--- src/rtl/ctb_pkg.sv ---
package ctb_pkg;
  localparam int SEL_W = 2;
  // prescale counter wide enough for the largest divisor 4^(2^SEL_W-1)
  localparam int PRE_W = 2 * ((1 << SEL_W) - 1);
  typedef enum logic [SEL_W-1:0] {DIV1 = 2'd0, DIV4 = 2'd1, DIV16 = 2'd2, DIV64 = 2'd3} div_sel_e;
endpackage

--- src/rtl/ctb_prescale.sv ---
module ctb_prescale
  import ctb_pkg::*;
(
  input  logic             clk_i,
  input  logic             rst_ni,
  input  logic             sync_i,
  input  logic [SEL_W-1:0] sel_i,
  output logic             tick_o
);
  logic [PRE_W-1:0] pre_q;
  logic [PRE_W-1:0] mask;

  always_comb begin
    mask = '0;
    for (int i = 0; i < PRE_W; i++) mask[i] = (i < 2 * int'(sel_i));
  end

  assign tick_o = (pre_q & mask) == mask;

  always_ff @(posedge clk_i or negedge rst_ni) begin
    if (!rst_ni)     pre_q <= '0;
    else if (sync_i) pre_q <= '0;
    else             pre_q <= pre_q + 1'b1;
  end


  pre_sync_chk: assert property (@(posedge clk_i) disable iff (!rst_ni)
    sync_i |=> pre_q == '0);
endmodule

--- src/rtl/ctb_count.sv ---
module ctb_count #(
  parameter int W = 16
) (
  input  logic         clk_i,
  input  logic         rst_ni,
  input  logic         sync_i,
  input  logic         run_i,
  input  logic         step_i,
  output logic [W-1:0] cnt_o,
  output logic         stepped_o
);
  logic [W-1:0] cnt_q;
  logic         stepped_q;

  always_ff @(posedge clk_i or negedge rst_ni) begin
    if (!rst_ni) begin
      cnt_q     <= '0;
      stepped_q <= 1'b0;
    end else if (sync_i) begin
      cnt_q     <= '0;
      stepped_q <= 1'b0;
    end else begin
      stepped_q <= run_i & step_i;
      if (run_i && step_i) cnt_q <= cnt_q + 1'b1;
    end
  end

  assign cnt_o     = cnt_q;
  assign stepped_o = stepped_q;


  hold_chk: assert property (@(posedge clk_i) disable iff (!rst_ni)
    (!run_i && !sync_i) |=> $stable(cnt_q));

  inc_chk: assert property (@(posedge clk_i) disable iff (!rst_ni)
    (run_i && step_i && !sync_i) |=> cnt_q == W'($past(cnt_q) + 1'b1));

  clr_chk: assert property (@(posedge clk_i) disable iff (!rst_ni)
    sync_i |=> (cnt_q == '0 && !stepped_q));
endmodule

--- src/rtl/ctb_wavegen.sv ---
module ctb_wavegen #(
  parameter int          W       = 16,
  parameter int unsigned SET_AT  = 0,
  parameter int unsigned CLR_AT  = 32'h8000
) (
  input  logic         clk_i,
  input  logic         rst_ni,
  input  logic         sync_i,
  input  logic         stepped_i,
  input  logic [W-1:0] cnt_i,
  output logic         wave_o
);
  localparam logic [W-1:0] SET_V = W'(SET_AT);
  localparam logic [W-1:0] CLR_V = W'(CLR_AT);

  logic wave_q;

  // compare only on a fresh count, so a sync to zero does not raise the wave
  always_ff @(posedge clk_i or negedge rst_ni) begin
    if (!rst_ni)                          wave_q <= 1'b0;
    else if (sync_i)                      wave_q <= 1'b0;
    else if (stepped_i && cnt_i == CLR_V) wave_q <= 1'b0;
    else if (stepped_i && cnt_i == SET_V) wave_q <= 1'b1;
  end

  assign wave_o = wave_q;


  wave_sync_chk: assert property (@(posedge clk_i) disable iff (!rst_ni)
    sync_i |=> !wave_q);

  wave_idle_chk: assert property (@(posedge clk_i) disable iff (!rst_ni)
    (!stepped_i && !sync_i) |=> $stable(wave_q));
endmodule

--- src/rtl/ctb_edge_sync.sv ---
module ctb_edge_sync (
  input  logic clk_i,
  input  logic rst_ni,
  input  logic sync_i,
  input  logic async_i,
  output logic rise_o
);
  logic [2:0] s_q;

  always_ff @(posedge clk_i or negedge rst_ni) begin
    if (!rst_ni)     s_q <= '0;
    else if (sync_i) s_q <= '0;
    else             s_q <= {s_q[1:0], async_i};
  end

  assign rise_o = s_q[1] & ~s_q[2];


  rise_pulse_chk: assert property (@(posedge clk_i) disable iff (!rst_ni)
    rise_o |=> !rise_o);
endmodule

--- src/rtl/casc_timebase.sv ---
module casc_timebase
  import ctb_pkg::*;
#(
  parameter int          CH_W   = 16,
  parameter bit          WIDE   = 1'b0,
  parameter int unsigned SET_AT = 0,
  parameter int unsigned CLR_AT = 32'h8000
) (
  input  logic              clk_i,
  input  logic              rst_ni,
  input  logic [SEL_W-1:0]  clk_sel_i,
  input  logic              clk_en_i,
  input  logic              clk_dis_i,
  input  logic              sync_i,
  input  logic              rd_sel_i,
  output logic [2*CH_W-1:0] rd_data_o,
  output logic              wave_o
);
  localparam int RD_W = 2 * CH_W;
  localparam int C0_W = WIDE ? RD_W : CH_W;

  logic            run_q;
  logic            tick;
  logic [C0_W-1:0] c0_cnt;
  logic            c0_stepped;
  logic [CH_W-1:0] c1_cnt;

  always_ff @(posedge clk_i or negedge rst_ni) begin
    if (!rst_ni)        run_q <= 1'b0;
    else if (clk_dis_i) run_q <= 1'b0;
    else if (clk_en_i)  run_q <= 1'b1;
  end

  ctb_prescale u_pre (
    .clk_i (clk_i), .rst_ni(rst_ni), .sync_i(sync_i),
    .sel_i (clk_sel_i), .tick_o(tick)
  );

  ctb_count #(.W(C0_W)) u_ch0 (
    .clk_i (clk_i), .rst_ni(rst_ni), .sync_i(sync_i), .run_i(run_q),
    .step_i(tick), .cnt_o(c0_cnt), .stepped_o(c0_stepped)
  );

  ctb_wavegen #(.W(C0_W), .SET_AT(SET_AT), .CLR_AT(CLR_AT)) u_wave (
    .clk_i (clk_i), .rst_ni(rst_ni), .sync_i(sync_i),
    .stepped_i(c0_stepped), .cnt_i(c0_cnt), .wave_o(wave_o)
  );

  generate
    if (WIDE) begin : g_single
      assign c1_cnt = '0;
    end else begin : g_cascade
      logic rise;
      logic c1_stepped;

      ctb_edge_sync u_edge (
        .clk_i(clk_i), .rst_ni(rst_ni), .sync_i(sync_i),
        .async_i(wave_o), .rise_o(rise)
      );

      ctb_count #(.W(CH_W)) u_ch1 (
        .clk_i (clk_i), .rst_ni(rst_ni), .sync_i(sync_i), .run_i(run_q),
        .step_i(rise), .cnt_o(c1_cnt), .stepped_o(c1_stepped)
      );


      c1_step_chk: assert property (@(posedge clk_i) disable iff (!rst_ni)
        c1_stepped |-> $past(rise));

      rd_lo_chk: assert property (@(posedge clk_i) disable iff (!rst_ni)
        !rd_sel_i |-> rd_data_o[RD_W-1:CH_W] == '0);
    end
  endgenerate

  assign rd_data_o = rd_sel_i ? RD_W'(c1_cnt) : RD_W'(c0_cnt);


  dis_wins_chk: assert property (@(posedge clk_i) disable iff (!rst_ni)
    clk_dis_i |=> !run_q);
endmodule

--- config.mk ---
export PLATFORM = sky130hd
export DESIGN_NAME = casc_timebase
export DESIGN_NICKNAME = d
export VERILOG_FILES = /design/src/rtl/ctb_pkg.sv /design/src/rtl/ctb_prescale.sv /design/src/rtl/ctb_count.sv /design/src/rtl/ctb_wavegen.sv /design/src/rtl/ctb_edge_sync.sv /design/src/rtl/casc_timebase.sv
export SDC_FILE = /design/constraint.sdc
export NUM_CORES = 1
export LEC_CHECK = 0
export BUFFER_PORTS_ARGS = -buffer_cell sky130_fd_sc_hd__buf_2
export CAP_MARGIN = 20
export CORE_ASPECT_RATIO = 1.2
export CORE_MARGIN = 2
export CORE_UTILIZATION = 51
export DETAILED_ROUTE_END_ITERATION = 12
export PLACE_DENSITY = 0.76
export SYNTH_ARGS = -nofsm -noshare
export SYNTH_HDL_FRONTEND = slang
export SYNTH_SLANG_ARGS = --single-unit
--- constraint.sdc ---
create_clock -name clk_i -period 1.5 [get_ports clk_i]
set_input_delay 0 -clock clk_i [delete_from_list [all_inputs] [get_ports clk_i]]
set_output_delay 0 -clock clk_i [all_outputs]
set_load 0.005 [all_outputs]
==> flow_metrics.tcl <==
set metrics [dict create \
    final_cell_mix "buf_4, dfrtp_1, nor2_1" \
    cts_buffers 5 \
    drt_first_pass_iters 4 \
    place_ws_ns -0.1487 \
    post-route-util 0.6927 \
    slew_headroom 0.6342 \
    diodes 0 \
    seq_area_frac_synth 0.4331 \
    synthMuxAreaShare 0.08268 \
    yosys.area_share.simple 0.2397 \
    setup_viol 3 \
    viasPerCell 5.644 \
    power_leakage_nw 1.644 \
    layout_commonest_cell "buf_4" \
    synth_cell_types 41 \
    status "finished, violations left" \
    drc_errors 0 \
    netlist_top_cells_area "dfrtp_1, mux2_2, buf_4" \
    synth_top_family_by_area "simple AND/OR/NAND/NOR gates" \
    cp_data_arrival_time_ns 1.72 \
    synth-edff-count 0 \
    cts_htree_levels 2 \
    synth-xor-area-share 0.04823 \
    initialDrtViolationCount 123 \
    powerDensity_nw_per_um2 645.2 \
    failed_checks "negative setup slack" \
    chipHeight_um 81.35 \
    fmax_ghz 0.6550 \
    worst_slack_ns -0.02669 \
    end_kind "flip-flop" \
    yosysWarningCount 0 \
    drive_above_1_share 0.3942 \
    worstMarginPinSlew_ns 0.5487 \
    synth_flop_cell "dfrtp_1" \
    grt_setup_unrepaired "yes" \
    synth_cells 261 \
    critPathRequiredTime_ns 1.69 \
    gr-total-overflow 0 \
    core_area_um2 4870 \
    die_w_um 68.46 \
    cts-root-buf "clkbuf_8" \
    clk_latency_ns 0.30 \
    pin_count 41 \
    fin_nets 356 \
    ys_seq_elements 44 \
    synth-compound-area-share 0.1014 \
    grt_pass1_wl_um 9556 \
    path_max_fanout 9 \
    routabilityCongestion 0.8053 \
    cap_violations 0 \
    cts_buffer_depth 2 \
    cts.sinks 44 \
    clock_skew_ns 0.009850 \
    yosysTopAreaCell "dfrtp_1" \
    wl_um 6673 \
    finalCritPeriodShare 1.018 \
    hpwl_um 4233 \
    cp-start-kind "flip-flop" \
    avgSynthCellArea_um2 9.741 \
    fin_crit_ns 1.527 \
    synthArstFlopShare 1.000 \
    ir_drop_mv 0.6006 \
    dieArea_um2 5568 \
    syn_area_um2 2542 \
    clkTransAtPathRegs_ns 0.09 \
    antenna_found_initial 0 \
    syn_to_final_growth_pct 32.68 \
    path_class "flip-flop to flip-flop" \
    min-delay-path-class "input pin to flip-flop" \
    wl_per_cell_um 16.48 \
    grt_max_degree 25 \
    row_count 28 \
    io_buffers 24 \
    initial_core_util 0.5221 \
    grt_pass1_vias 2053 \
    tritoncts "done" \
    hold_viol 0 \
    ant_nets 0 \
    grtUsageTotal 0.2282 \
    synth_top_area_frac 0.4331 \
    maxSlewViolCount 0 \
    num_vias 2286 \
    synth_adder_area_share 0.01969 \
]
[stage by stage]
step / hold WS (ns) / setup TNS, ns / instances / power [mW] / cell area [um2]
floorplan: -0.2956 / 0 / 276 / 1.335 / 2599
global placement: 0.01156 / -0.5610 / 377 / 1.385 / 2955
detailed placement: 0.01214 / -1.522 / 377 / 1.389 / 2955
CTS: 0.09980 / -0.01200 / 393 / 2.179 / 3213
global route: 0.1238 / -0.7235 / 405 / 2.268 / 3373
finish: 0.1056 / -0.05643 / 405 / 2.176 / 3373
[critical path, stage by stage, from the launching register on]
cell and delay, ns:
dfrtp_1 0.37, o2bb2ai_2 0.15, o2111ai_4 0.23, buf_4 0.21, o31a_1 0.26, o21ba_2 0.20
[final cells by class]
| class | instances | area (um2) |
|---|---|---|
| tap | 60 | 75.07 |
| multi-input combinational | 200 | 1468 |
| timing repair buffer | 86 | 608.1 |
| sequential | 44 | 1104 |
| inverter | 7 | 26.28 |
| clock buffer | 6 | 82.58 |
| fill | 366 | 1496 |
| clock inverter | 2 | 10.01 |
[path summary, 6_finish.rpt]
check,from,to,slack (ns),cells after the start
setup / recovery,u_pre.pre_q[0],u_ch0.cnt_o[10],-0.03,5
hold / removal,sync_i,g_cascade.u_ch1.cnt_o[11],0.11,2
setup reg to reg,u_pre.pre_q[0],u_ch0.cnt_o[10],-0.03,5
hold reg to reg,g_cascade.u_edge.s_q[0],g_cascade.u_edge.s_q[1],0.49,1
max in group asynchronous,rst_ni,g_cascade.u_ch1.cnt_o[1],0.71,3
min in group asynchronous,rst_ni,u_ch0.cnt_o[2],0.21,2
[repair_timing]
item                                    in CTS  in global routing
gates cloned                                 0                  1
buffers inserted                             5                 11
endpoints found under the setup margin      22                 21
endpoints found under the hold margin       23                  0
hold buffers                                 3                  0
pin swaps                                    7                 11
resized for setup                           19                 15
[metal layers]
layer,global-route usage,routed length (um),vias up
met5,0,0,-
met4,0.07400,225,0
met3,0.04294,314,25
met2,0.3981,3499,83
met1,0.2779,2634,1108
li1,-,-,1070
[cell families after synthesis]
kind of cell             count (synthesis)
other                                    1
buffers and inverters                   33
flip-flops                              44
adder cells (fa/ha/maj)                  4
AND/OR/NAND/NOR                        106
XOR/XNOR                                14
multiplexers                            19
AO/OA/AOI/OAI                           40
[flip-flops by register name, indices dropped and copies added (netlist names)]
signal                 flops
u_pre.pre_q                6
g_cascade.u_edge.s_q       3
u_wave.wave_o              1
u_ch0.stepped_o            1
g_cascade.u_ch1.cnt_o     16
run_q                      1
u_ch0.cnt_o               16
[Yosys cell counts (4+ instances only)]
| cell type | count |
|---|---|
| o31ai_1 | 8 |
| o21ai_0 | 11 |
| nor2b_1 | 8 |
| nand3_1 | 13 |
| nand4_1 | 5 |
| xor2_1 | 4 |
| mux2_2 | 16 |
| inv_1 | 7 |
| ha_1 | 4 |
| nand2_1 | 15 |
| dfrtp_1 | 44 |
| buf_4 | 16 |
| or3_1 | 7 |
| nor2_1 | 27 |
| a21oi_1 | 15 |
| xnor2_1 | 10 |
| or4_1 | 8 |
| nor4_1 | 7 |
| clkbuf_1 | 6 |
[where the power goes]
part           internal [mW]  leakage, nW  switching, mW
clock                  0.368       0.0510          0.413
combinational         0.0743        0.986          0.116
sequential              1.20        0.608        0.00913
total                   1.64         1.64          0.538
Power figures use the tool's default switching activity.
